--- src/rtl/sw_out_cyc_ctrl.sv ---
module sw_out_cyc_ctrl #(
  parameter int TICK_DIV = 4,
  parameter int CYC_A    = 8,
  parameter int CYC_B    = 16,
  parameter int ON_TICKS = 2
) (
  input  logic       clk,
  input  logic       rst_n,
  input  logic       mode_wr,
  input  logic [1:0] mode_wdata,
  input  logic       irq_en,
  input  logic       ovld,
  input  logic       wake_in,
  input  logic       sleep,
  input  logic       rss_rd,
  output logic       sw_drive,
  output logic       wake_smp,
  output logic       wake_val,
  output logic       diag_ok,
  output logic       irq,
  output logic       wake_req,
  output logic [3:0] rss_code
);
  localparam int TW   = (TICK_DIV > 2) ? $clog2(TICK_DIV) : 1;
  localparam int PMAX = (CYC_A > CYC_B) ? CYC_A : CYC_B;
  localparam int PW   = (PMAX > 2) ? $clog2(PMAX) : 1;
  localparam logic [1:0] M_ON = 2'b01;
  localparam logic [3:0] RSS_OVL = 4'b0100;

  logic [1:0]    mode;
  logic [TW-1:0] tcnt;
  logic [PW-1:0] phase;
  logic          fault;

  wire           tick   = (tcnt == TW'(TICK_DIV - 1));
  wire           cyclic = mode[1];
  wire [PW-1:0]  plast  = mode[0] ? PW'(CYC_B - 1) : PW'(CYC_A - 1);
  wire           in_win = (phase < PW'(ON_TICKS));
  wire           win_end = tick && (phase == PW'(ON_TICKS - 1));

  assign sw_drive = !fault && ((mode == M_ON) || (cyclic && in_win));
  assign wake_smp = !fault && ((mode == M_ON) || (cyclic && win_end));
  assign diag_ok  = !fault;

  wire ovl_evt = ovld && sw_drive;

  always_ff @(posedge clk or negedge rst_n) begin
    if (!rst_n) begin
      mode  <= 2'b00;
      tcnt  <= '0;
      phase <= '0;
      fault <= 1'b0;
    end else if (mode_wr) begin
      mode  <= mode_wdata;
      tcnt  <= '0;
      phase <= '0;
      fault <= 1'b0;
    end else begin
      tcnt <= tick ? '0 : tcnt + 1'b1;
      if (tick) phase <= (phase == plast) ? '0 : phase + 1'b1;
      if (ovl_evt) fault <= 1'b1;
    end
  end

  always_ff @(posedge clk or negedge rst_n) begin
    if (!rst_n) begin
      irq      <= 1'b0;
      wake_req <= 1'b0;
      rss_code <= 4'b0000;
      wake_val <= 1'b0;
    end else begin
      irq      <= ovl_evt && irq_en;
      wake_req <= ovl_evt && sleep;
      if (ovl_evt && sleep) rss_code <= RSS_OVL;
      else if (rss_rd)      rss_code <= 4'b0000;
      if (wake_smp) wake_val <= wake_in;
    end
  end


  smp_in_window_chk: assert property (@(posedge clk) disable iff (!rst_n)
    wake_smp |-> sw_drive);

  ovl_cut_chk: assert property (@(posedge clk) disable iff (!rst_n)
    sw_drive && ovld && !mode_wr |=> !sw_drive && !diag_ok);

  fault_hold_chk: assert property (@(posedge clk) disable iff (!rst_n)
    !diag_ok && !mode_wr |=> !diag_ok && !sw_drive);

  ovl_idle_chk: assert property (@(posedge clk) disable iff (!rst_n)
    !sw_drive && diag_ok && !mode_wr |=> diag_ok && !irq && !wake_req);

  irq_cause_chk: assert property (@(posedge clk) disable iff (!rst_n)
    irq |-> $past(irq_en && ovld));

  wake_req_pulse_chk: assert property (@(posedge clk) disable iff (!rst_n)
    wake_req |=> !wake_req);

  wake_req_code_chk: assert property (@(posedge clk) disable iff (!rst_n)
    wake_req |-> rss_code == RSS_OVL);
endmodule

--- config.mk ---
export PLATFORM = sky130hd
export DESIGN_NAME = sw_out_cyc_ctrl
export DESIGN_NICKNAME = d
export VERILOG_FILES = /design/src/rtl/sw_out_cyc_ctrl.sv
export SDC_FILE = /design/constraint.sdc
export NUM_CORES = 1
export LEC_CHECK = 0
export BUFFER_PORTS_ARGS = -buffer_cell sky130_fd_sc_hd__buf_2
export CAP_MARGIN = 10
export CORE_MARGIN = 2
export CORE_UTILIZATION = 52
export CTS_BUF_LIST = sky130_fd_sc_hd__clkbuf_4
export DETAILED_ROUTE_END_ITERATION = 12
export GPL_ROUTABILITY_DRIVEN = 0
export PLACE_DENSITY = 0.82
export REMOVE_ABC_BUFFERS = 1
export SYNTH_ARGS = -nofsm -noshare
export SYNTH_HDL_FRONTEND = slang
export SYNTH_SLANG_ARGS = --single-unit
--- constraint.sdc ---
create_clock -name clk -period 1.9 [get_ports clk]
set_clock_uncertainty 0.2 [all_clocks]
set_input_delay 0.19 -clock clk [delete_from_list [all_inputs] [get_ports clk]]
set_output_delay 0.19 -clock clk [all_outputs]
set_load 0.01 [all_outputs]
# ---- After elaboration in Yosys (flattened, before gate mapping)
# Cells that the tools add are included.
dict set report totals {
  wordCells 39
  ff_bits 16
  output_inout_bits 10
}
dict set report op_classes {
  n_eq_ne 4
  order_cmp 1
  mux 10
  n_reduce_logical 14
  n_addsub 2
}
# op n
set op_table {}
lappend op_table {{$mux W4} 6}
lappend op_table {{$logic_and A1 B1 Y1} 8}
lappend op_table {{$reduce_bool A2 Y1} 3}
lappend op_table {{$add A4 B1 Y4 const B} 1}
lappend op_table {{$eq A4 B1 Y1 const B} 1}
lappend op_table {{$eq A4 B4 Y1} 1}
lappend op_table {{$lt A4 B2 Y1 const B} 1}
lappend op_table {{$mux W2} 2}
lappend op_table {{$add A2 B1 Y2 const B} 1}
lappend op_table {{$eq A2 B1 Y1 const B} 1}
lappend op_table {{$eq A2 B2 Y1 const B} 1}
lappend op_table {{$logic_or A1 B1 Y1} 2}
lappend op_table {{$mux W1} 2}
lappend op_table {{$logic_not A1 Y1} 1}

# ---- Longest topological paths before layout
# Gate-level depths: netlist of run 1.
dict set report logic_depth {
  ltp_word 7
  ltp_mapped 4
}

# ---- Worst setup path after synthesis of run 1
# No wires, ideal clock.
dict set report synth_path {
  path_type {flip-flop to flip-flop}
  startpoint {register phase[1]}
  endpoint {register rss_code[2]}
  setup_ps 66
  stages_incl_launch_ff 4
  synth_period_minus_slack_ps 1609
  path_buffers 0
  slack_ps 291
  arrival_time_ps 1343
  cell_sequence {dfrtp_1 -> or4b_4 -> a21oi_4 -> a32o_2}
}
dict set report synth_between {
  elab_chain_len 7
}
# element line
set synth_rtl {}
lappend synth_rtl {{from (decl)} 32} ;# logic [PW-1:0] phase;
lappend synth_rtl {{from (signal assigned)} 60} ;# if (tick) phase <= (phase == plast) ? '0 : phase + 1'b1;
lappend synth_rtl {{$lt A4 B2 Y1 *} 38} ;# wire in_win = (phase < PW'(ON_TICKS));
lappend synth_rtl {{$logic_and A1 B1 Y1 *} 41} ;# assign sw_drive = !fault && ((mode == M_ON) || (cyclic && in_win));
lappend synth_rtl {{$logic_or A1 B1 Y1 *} 41}
lappend synth_rtl {{$logic_and A1 B1 Y1 *} 41}
lappend synth_rtl {{net sw_drive} 16} ;# output logic sw_drive,
lappend synth_rtl {{$logic_and A1 B1 Y1 *} 45} ;# wire ovl_evt = ovld && sw_drive;
lappend synth_rtl {{$logic_and A1 B1 Y1 *} 74} ;# if (ovl_evt && sleep) rss_code <= RSS_OVL;
lappend synth_rtl {{$mux W4 / $reduce_bool A2 Y1 (equally long branches)} --}
lappend synth_rtl {{to (signal assigned)} 69} ;# rss_code <= 4'b0000;
lappend synth_rtl {{to (signal assigned)} 74}
lappend synth_rtl {{to (signal assigned)} 75} ;# else if (rss_rd) rss_code <= 4'b0000;
lappend synth_rtl {{to (decl)} 22} ;# output logic [3:0] rss_code
# The timed path passes the listed nets; every way through them passes the cells marked *.
# A chain may end at the register's enable or synchronous reset.

# ---- Worst setup path after layout of run 1
dict set report layout_path {
  startpoint {register phase[1]}
  endpoint {output sw_drive}
}
dict set report layout_between {
  elab_chain_len 4
}
# element line
set layout_rtl {}
lappend layout_rtl {{$lt A4 B2 Y1} 38}
lappend layout_rtl {{$logic_and A1 B1 Y1} 41}
lappend layout_rtl {{$logic_or A1 B1 Y1} 41}
lappend layout_rtl {{$logic_and A1 B1 Y1} 41}
lappend layout_rtl {{to (decl)} 16}
# Every way passes these cells.

==> results of run 1 <==
report_power, final:
group	internal [mW]	total, mW	leakage (nW)	switching, mW
clock	0.0959	0.192	0.0184	0.0958
sequential	0.301	0.320	0.170	0.0185
combinational	0.0814	0.161	0.282	0.0796
total	0.479	0.673	0.470	0.194
final cells by class:
| class | count | area, sq um | share of cell area [%] |
|---|---|---|---|
| sequential | 13 | 325 | 35.7 |
| tap | 15 | 18.8 | 2.06 |
| timing repair buffer | 28 | 194 | 21.3 |
| clock buffer | 4 | 30.0 | 3.30 |
| multi-input combinational | 45 | 324 | 35.6 |
| inverter | 5 | 18.8 | 2.06 |
cell families (layout without fill, tap and decap cells):
logic type | Yosys count | in the layout
other | 1 | 3
flip-flops | 13 | 13
AO/OA/AOI/OAI | 14 | 14
buffers and inverters | 9 | 37
AND/OR/NAND/NOR | 22 | 22
XOR/XNOR | 2 | 2
adder cells (fa/ha/maj) | 3 | 3
multiplexers | 1 | 1
per-stage QoR:
| stage | utilization (%) | power (mW) | worst slack [ns] | TNS, ns | hold WS, ns |
|---|---|---|---|---|---|
| global placement | 60.1 | 0.451 | 0.217 | 0 | -0.116 |
| CTS | 71.3 | 0.665 | 0.00283 | 0 | 0.00302 |
| finish | 71.8 | 0.673 | -0.0468 | -0.0468 | 0.0104 |
| detailed placement | 60.1 | 0.457 | 0.196 | 0 | -0.103 |
| global route | 71.8 | 0.712 | -0.0903 | -0.108 | 0.00181 |
| floorplan | - | 0.404 | 0.291 | 0 | -0.306 |
cells in the mapped netlist (all sizes together) (2+ instances only):
cell | number | area (sq um)
nand2b | 2 | 12.5
nand2 | 5 | 18.8
inv | 5 | 18.8
nor2 | 4 | 15.0
nor2b | 3 | 18.8
a21oi | 3 | 30.0
nand3 | 3 | 15.0
o21ai | 3 | 15.0
xor2 | 2 | 17.5
and3 | 2 | 12.5
buf | 3 | 22.5
dfrtp | 13 | 325
ha | 3 | 37.5
o211ai | 2 | 15.0
metal layers:
layer	vias up	global-route usage (%)
met4	0	15.0
li1	280	-
met2	28	36.7
met5	-	0
met1	271	26.4
met3	12	5.56
timing repair:
action                                 4_1_cts  5_1_grt
buffers inserted                             5        0
hold buffers                                 7        0
setup endpoints to repair                    1        2
gates resized for setup                      1        1
pin swaps                                    1        0
endpoints found under the hold margin       18        0
sequential cells by signal, summed over array words and instances (netlist names):
register  count
fault         1
irq           1
mode          2
phase         4
rss_code      1
tcnt          2
wake_req      1
wake_val      1
path summary, 6_finish.rpt:
kind                                           start                    to  slack [ns]
worst max-delay path            phase[1]$_DFFE_PN0P_              sw_drive       -0.05
worst max register to register  phase[1]$_DFFE_PN0P_         irq$_DFF_PN0_        0.18
worst min register to register     tcnt[0]$_DFF_PN0_     tcnt[0]$_DFF_PN0_        0.23
worst min-delay path                         mode_wr     fault$_DFFE_PN0P_        0.01
max in group asynchronous                      rst_n  phase[2]$_DFFE_PN0P_        1.16
min in group asynchronous                      rst_n    wake_req$_DFF_PN0_        0.11
==> flow_summary.toml, run 1 <==
[run_status]
status = "finished, violations left"
violations_in_the_final_reports = "negative setup slack"

[floorplan]
floorplan.io_pins = 20
core_box_area_sq_um = 1270
floorplan.die.height_um = 40.2
fp.dieArea_sq_um = 1620
starting_utilization_of_the_core_area_pct = 53.7
floorplan.die.width_um = 40.2
placement_rows = 13

[synth]
synthesized_area_fraction_occupied_by_xor_and_xnor_cells_pct = 2.57
synth-compound-area-share_pct = 17.1
synth.yosys.seq_area_share_pct = 47.7
synthesis.area_sq_um = 682
synthCells = 65
yosys.area_share.adder_pct = 5.50
share_of_synthesized_flip_flops_with_an_asynchronous_set_or_reset_pct = 100
synth-simple-area-share_pct = 18.3
combinational_family_with_the_most_area_after_synthesis = "simple AND/OR/NAND/NOR gates"
synth_area_per_cell_sq_um = 10.5
synth-edff-count = 0
synth_cell_type_count = 28
postSynth.topFlopCell = "sky130_fd_sc_hd__dfrtp_1"
synth_warnings = 0
synth_seq_cells = 13
multiplexer_fraction_of_the_synthesized_cell_area_pct = 1.65

[power]
vdd.ir_drop.worst_mv = 0.639
power_per_cell_area_nw_per_um2 = 738
p_leak_nw = 0.470

[sta]
fmax_mhz = 514
layout_setup_ws_ns = -0.0468
final-max-slew-violation-count = 0
setup-violations-final = 1
post-route-period-util_pct = 102
final_hold_vio_count = 0
grt_setup_unrepaired = "yes"
post-route-min-period_ns = 1.95

[clocking]
tritoncts = "yes"
htree_levels = 1
cts_max_path_buffers = 2
clkSinkCount = 13
cts.reportedPaths.clkPinSlew_ns = 0.08
cts.root.buffer_cell = "sky130_fd_sc_hd__clkbuf_4"
clk-insertion-delay-late_ns = 0.28
cts-buffers-inserted = 3

[drt]
metal2_wl_um = 794
drc = 0
detailedRoute.firstIterationViolations = 8
finalWirelength_mm = 1.61
met3_length_um = 79
top_layer_used = "met4"
wl_met1_um = 634
ant_nets = 0
routed-via-count = 591
wirelength_per_cell_um = 14.6
drt-vias-per-instance = 5.37
firstDrtPassIters = 5

[critical_path]
crit_cells = 3
timing.critical_path.from_type = "flip-flop"
worst_setup_path_end_kind = "output pin"
worst_path_dominant_cell_family = "simple AND/OR/NAND/NOR gates"
worstPathMaxFanout = 2
cpMaxStageDelayCell = "sky130_fd_sc_hd__or4b_4"
worst_r2r_path_depth = 4
critical_path_arrival_ns = 1.56
timing.critical_path.cells = "or4b_4, a21oi_4, buf_6"
timing.critical_path.required_ns = 1.51
path_buf_inv = 1
worstSetupPathType = "flip-flop to output pin"
critical-path-max-stage-delay_ns = 0.57

[placement]
placedInstanceArea_sq_um = 762
place_hpwl_um = 970
place_inst = 94
port_buffer_cells = 16

[cells_and_area]
antennaDiodeCount = 0
drive_gt1_share_pct = 34.7
layout.cell_area.non_filler_sq_um = 911
flow.area_growth_from_synthesis_pct = 33.6
most-common-layout-cells = "15 x sky130_fd_sc_hd__buf_2, 13 x sky130_fd_sc_hd__dfrtp_1, 7 x sky130_fd_sc_hd__dlygate4sd3_1"
filler_cell_count = 97
final_nets = 109
final_cells = 110
layout.cells.most_common = "sky130_fd_sc_hd__buf_2"

[hold_path]
hold_depth = 2
min-delay-path-class = "primary input to flip-flop"

[grt]
first_pass_grt_wire_length_mm = 2.23
antenna_found_initial = 0
globalRouteOverflowTotal = 0
grt_start_max_net_pins = 14
groute.usage.overall_pct = 22.7
first_global_vias = 510

[flow_run]
max-cap-violations = 0
Power figures use the tool's default switching activity.
==> run 2, diff against run 1 <==
Settings changed: ABC_AREA set to 0, PLACE_DENSITY 0.82 to 0.87.
==> flow_summary.toml, run 2 (same netlist as run 1, synthesis figures left out) <==
[run_status]
status = "finished, violations left"
violations_in_the_final_reports = "negative setup slack"

[clocking]
cts_max_path_buffers = 2
cts.root.buffer_cell = "sky130_fd_sc_hd__clkbuf_4"
cts.reportedPaths.clkPinSlew_ns = 0.07
tritoncts = "yes"
clkSinkCount = 13
htree_levels = 1
clk-insertion-delay-late_ns = 0.28
cts-buffers-inserted = 3

[critical_path]
worstPathMaxFanout = 2
worst_setup_path_end_kind = "output pin"
timing.critical_path.from_type = "flip-flop"
regToRegSetupSlack_ns = 0.21
timing.critical_path.required_ns = 1.51
cp-startpoint = "phase[1]$_DFFE_PN0P_"
regToRegEndpoint = "wake_req$_DFF_PN0_"
critical_path_arrival_ns = 1.53
worst_r2r_startpoint = "phase[1]$_DFFE_PN0P_"
worst_r2r_path_depth = 4
worstSetupPathType = "flip-flop to output pin"

[drt]
finalWirelength_mm = 1.55
routed-via-count = 587
firstDrtPassIters = 4
drt-vias-per-instance = 5.34
drc = 0
wirelength_per_cell_um = 14.1
detailedRoute.firstIterationViolations = 7
ant_nets = 0

[cells_and_area]
most-common-layout-cells = "15 x sky130_fd_sc_hd__buf_2, 13 x sky130_fd_sc_hd__dfrtp_1, 7 x sky130_fd_sc_hd__dlygate4sd3_1"
final_nets = 109
antennaDiodeCount = 0
drive_gt1_share_pct = 34.7
registers_with_the_most_flip_flops = "phase: 4 flops, mode: 2 flops, tcnt: 2 flops"
regMostFlops = "phase"
layout.cell_area.non_filler_sq_um = 911
final_cells = 110
flip_flop_count_of_the_largest_register_all_copies_and_words_added = 4
layout.core_utilization_pct = 71.8
flow.area_growth_from_synthesis_pct = 33.6
layout.cells.most_common = "sky130_fd_sc_hd__buf_2"

[sta]
fmax_mhz = 522
finalHoldWorstSlack_ns = 0.0134
grt_setup_unrepaired = "yes"
layout_setup_ws_ns = -0.0151
post-route-min-period_ns = 1.92
finalSetupTns_ns = -0.0151
setup-violations-final = 1
final-max-slew-violation-count = 0
post-route-period-util_pct = 101
final_hold_vio_count = 0

[power]
power_per_cell_area_nw_per_um2 = 728
p_leak_nw = 0.470
design_power_total_mw = 0.663
vdd.ir_drop.worst_mv = 0.518

[floorplan]
floorplan.io_pins = 20
fp.dieArea_sq_um = 1620
starting_utilization_of_the_core_area_pct = 53.7
floorplan.die.height_um = 40.2
floorplan.die.width_um = 40.2
placement_rows = 13
core_box_area_sq_um = 1270

[hold_path]
min-delay-path-class = "primary input to flip-flop"
timing.hold.worst_endpoint = "wake_val$_DFFE_PN0P_"
hold_depth = 3
min_from = "wake_in"

[grt]
grt_start_max_net_pins = 14
globalRouteOverflowTotal = 0
first_global_vias = 485
first_pass_grt_wire_length_mm = 2.22
groute.usage.overall_pct = 22.5
antenna_found_initial = 0

[flow_run]
max-cap-violations = 0

[placement]
place_inst = 94
detailedPlace.worstSlack_ns = 0.192
port_buffer_cells = 16
placedInstanceArea_sq_um = 762
place_hpwl_um = 914
==> run 2: cell counts in the layout (fill, tap and decap cells not counted) <==
No cell type changed its count.
==> run 2: metal layers <==
layer	global-route usage, %	vias to the layer above	wire (um)
met3	1.67	10	52
met2	35.5	22	758
met1	27.4	272	630
met5	0	-	0
li1	-	283	-
met4	20.0	0	105
==> run 2: how the worst max path moves through the flow <==
stage	endpoint	depth (start not counted)	slack, ns
floorplan	rss_code[2]$_DFFE_PN0P_	3	0.29
global placement	sw_drive	3	0.22
detailed placement	sw_drive	3	0.19
CTS	sw_drive	3	0.01
global route	sw_drive	3	-0.05
finish	sw_drive	3	-0.02
==> run 2: layout make-up <==
cell class                 count  area [sq um]
inverter                       5          18.8
multi-input combinational     45           324
fill                          82           358
clock buffer                   4          30.0
timing repair buffer          28           194
tap                           15          18.8
sequential                    13           325
==> run 2: what timing repair did <==
| item | CTS | global route |
|---|---|---|
| pin swaps | 1 | 2 |
| endpoints found under the hold margin | 20 | 0 |
| gates cloned | 0 | 0 |
| hold buffers | 7 | 0 |
| endpoints found under the setup margin | 1 | 2 |
| setup buffers | 5 | 0 |
| resized for setup | 1 | 1 |
==> run 2: worst max-delay path, stage by stage, from the launching register on <==
cell	delay (ns)
sky130_fd_sc_hd__dfrtp_1	0.39
sky130_fd_sc_hd__or4b_4	0.56
sky130_fd_sc_hd__a21oi_4	0.17
sky130_fd_sc_hd__buf_6	0.13
==> run 2: where the power goes <==
part,total [mW],internal (mW),leakage (nW),switching [mW]
combinational,0.159,0.0814,0.282,0.0778
clock,0.185,0.0958,0.0184,0.0896
sequential,0.319,0.301,0.170,0.0175
total,0.663,0.479,0.470,0.185
==> run 3, diff against run 2 <==
--- a/config.mk
+++ b/config.mk
@@ -14,4 +14,5 @@
 export DETAILED_ROUTE_END_ITERATION = 12
 export GPL_ROUTABILITY_DRIVEN = 0
+export HOLD_SLACK_MARGIN = 0.06
 export PLACE_DENSITY = 0.87
 export REMOVE_ABC_BUFFERS = 1
==> constraint.sdc (replaced) <==
create_clock -name clk -period 1.9 [get_ports clk]
set_clock_uncertainty 0.2 [all_clocks]
set_input_delay 0.19 -clock clk [delete_from_list [all_inputs] [get_ports clk]]
set_output_delay 0.19 -clock clk [all_outputs]
set_load 0.1 [all_outputs]
==> flow_summary.toml, run 3 (same netlist as run 1, synthesis figures left out) <==
[clocking]
cts_max_path_buffers = 2
cts-buffers-inserted = 3
clkSinkCount = 13
clk-insertion-delay-late_ns = 0.28
htree_levels = 1
cts.root.buffer_cell = "sky130_fd_sc_hd__clkbuf_4"
tritoncts = "yes"
cts.reportedPaths.clkPinSlew_ns = 0.10

[floorplan]
floorplan.die.height_um = 40.2
fp.dieArea_sq_um = 1620
floorplan.io_pins = 20
placement_rows = 13
starting_utilization_of_the_core_area_pct = 53.7
core_box_area_sq_um = 1270
floorplan.die.width_um = 40.2

[placement]
detailedPlace.worstSlack_ns = 0.112
placedInstanceArea_sq_um = 800
port_buffer_cells = 16
place_hpwl_um = 993

[cells_and_area]
filler_cell_count = 65
registers_with_the_most_flip_flops = "phase: 4 flops, mode: 2 flops, tcnt: 2 flops"
final_nets = 115
multi_input_comb_area_sq_um = 323
regMostFlops = "phase"
antennaDiodeCount = 0
most-common-layout-cells = "14 x sky130_fd_sc_hd__buf_2, 12 x sky130_fd_sc_hd__dfrtp_1, 10 x sky130_fd_sc_hd__dlygate4sd3_1, 8 x sky130_fd_sc_hd__buf_4"
seqCellArea_sq_um = 327
layout.cells.most_common = "sky130_fd_sc_hd__buf_2"
drive_gt1_share_pct = 36.6
layout.cell_area.non_filler_sq_um = 985
flow.area_growth_from_synthesis_pct = 44.4
flip_flop_count_of_the_largest_register_all_copies_and_words_added = 4

[run_status]
violations_in_the_final_reports = "negative setup slack"
status = "finished, violations left"

[critical_path]
worst_r2r_path_depth = 5
regToRegEndpoint = "wake_req$_DFF_PN0_"
regToRegSetupSlack_ns = 0.03
cp-startpoint = "phase[3]$_DFFE_PN0P_"
worstSetupPathType = "flip-flop to output pin"
critical_path_arrival_ns = 1.67
timing.critical_path.from_type = "flip-flop"
timing.critical_path.required_ns = 1.51
worst_r2r_startpoint = "phase[3]$_DFFE_PN0P_"
critical_path.endpoint = "sw_drive"
worstPathMaxFanout = 5
worst_setup_path_end_kind = "output pin"

[sta]
fmax_mhz = 486
setup-violations-final = 2
post-route-period-util_pct = 108
layout_setup_ws_ns = -0.159
post-route-min-period_ns = 2.06
grt_setup_unrepaired = "yes"
final-max-slew-violation-count = 0
final_hold_vio_count = 0
finalHoldWorstSlack_ns = 0.133

[drt]
drt-vias-per-instance = 5.83
finalWirelength_mm = 1.95
detailedRoute.firstIterationViolations = 25
firstDrtPassIters = 4
ant_nets = 0
wirelength_per_cell_um = 16.8
routed-via-count = 676
drc = 0

[power]
design_power_total_mw = 0.858
p_leak_nw = 0.497
vdd.ir_drop.worst_mv = 0.701
power_per_cell_area_nw_per_um2 = 872

[grt]
first_global_vias = 579
groute.usage.overall_pct = 27.2
antenna_found_initial = 0
grt_start_max_net_pins = 14
globalRouteOverflowTotal = 0
first_pass_grt_wire_length_mm = 2.75

[flow_run]
max-cap-violations = 0

[hold_path]
min-delay-path-class = "primary input to async pin"
-- run 3: where the power goes --
| part | total (mW) | internal, mW | switching, mW | leakage [nW] |
|---|---|---|---|---|
| sequential | 0.320 | 0.301 | 0.0189 | 0.168 |
| combinational | 0.362 | 0.105 | 0.257 | 0.312 |
| clock | 0.176 | 0.0781 | 0.0982 | 0.0177 |
-- run 3: layout make-up --
| type | instances | area share [%] |
|---|---|---|
| flip-flops and latches | 13 | 33.2 |
| multi-input cells | 45 | 32.8 |
| repair buffers | 34 | 27.4 |
| clock buffers | 3 | 2.29 |
| inverters | 5 | 1.91 |
| well taps | 15 | 1.91 |
| clock inverters | 1 | 0.508 |
-- run 3: worst max-delay path, stage by stage (launching register included) --
cell	delay, ns
sky130_fd_sc_hd__dfrtp_2	0.45
sky130_fd_sc_hd__or4b_4	0.55
sky130_fd_sc_hd__a21oi_4	0.18
sky130_fd_sc_hd__buf_12	0.19
-- run 3: how the worst min path moves through the flow --
stage / startpoint / endpoint / slack, ns / cells past startpoint
after floorplan: rst_n / fault$_DFFE_PN0P_ / -0.31 / 0
after global placement: rst_n / tcnt[0]$_DFF_PN0_ / -0.12 / 1
after detailed placement: rst_n / mode[1]$_DFFE_PN0P_ / -0.11 / 1
after CTS: rst_n / rss_code[2]$_DFFE_PN0P_ / 0.14 / 2
after global routing: rst_n / rss_code[2]$_DFFE_PN0P_ / 0.17 / 2
final: rst_n / rss_code[2]$_DFFE_PN0P_ / 0.13 / 2
-- run 3: stage by stage --
| step | instances | setup TNS (ns) | utilization [%] |
|---|---|---|---|
| finish | 116 | -0.285 | 77.6 |
| global placement | 95 | 0 | 63.0 |
| global route | 116 | -0.362 | 77.6 |
| floorplan | 63 | -1.41 | - |
| detailed placement | 95 | 0 | 63.0 |
| CTS | 114 | -0.189 | 76.0 |
-- run 3: what timing repair did --
item	CTS	global route
endpoints found under the hold margin	24	0
buffers inserted	5	2
pin swaps	1	0
setup endpoints to repair	2	2
hold buffers	10	0
gates resized for setup	0	2
-- run 3: layer usage --
layer	GRT usage (%)	share of wire [%]	wire length, um
met2	42.3	50	981
met1	35.8	36	700
met5	0	0	0
met4	11.7	4.6	89
met3	6.67	8.9	174
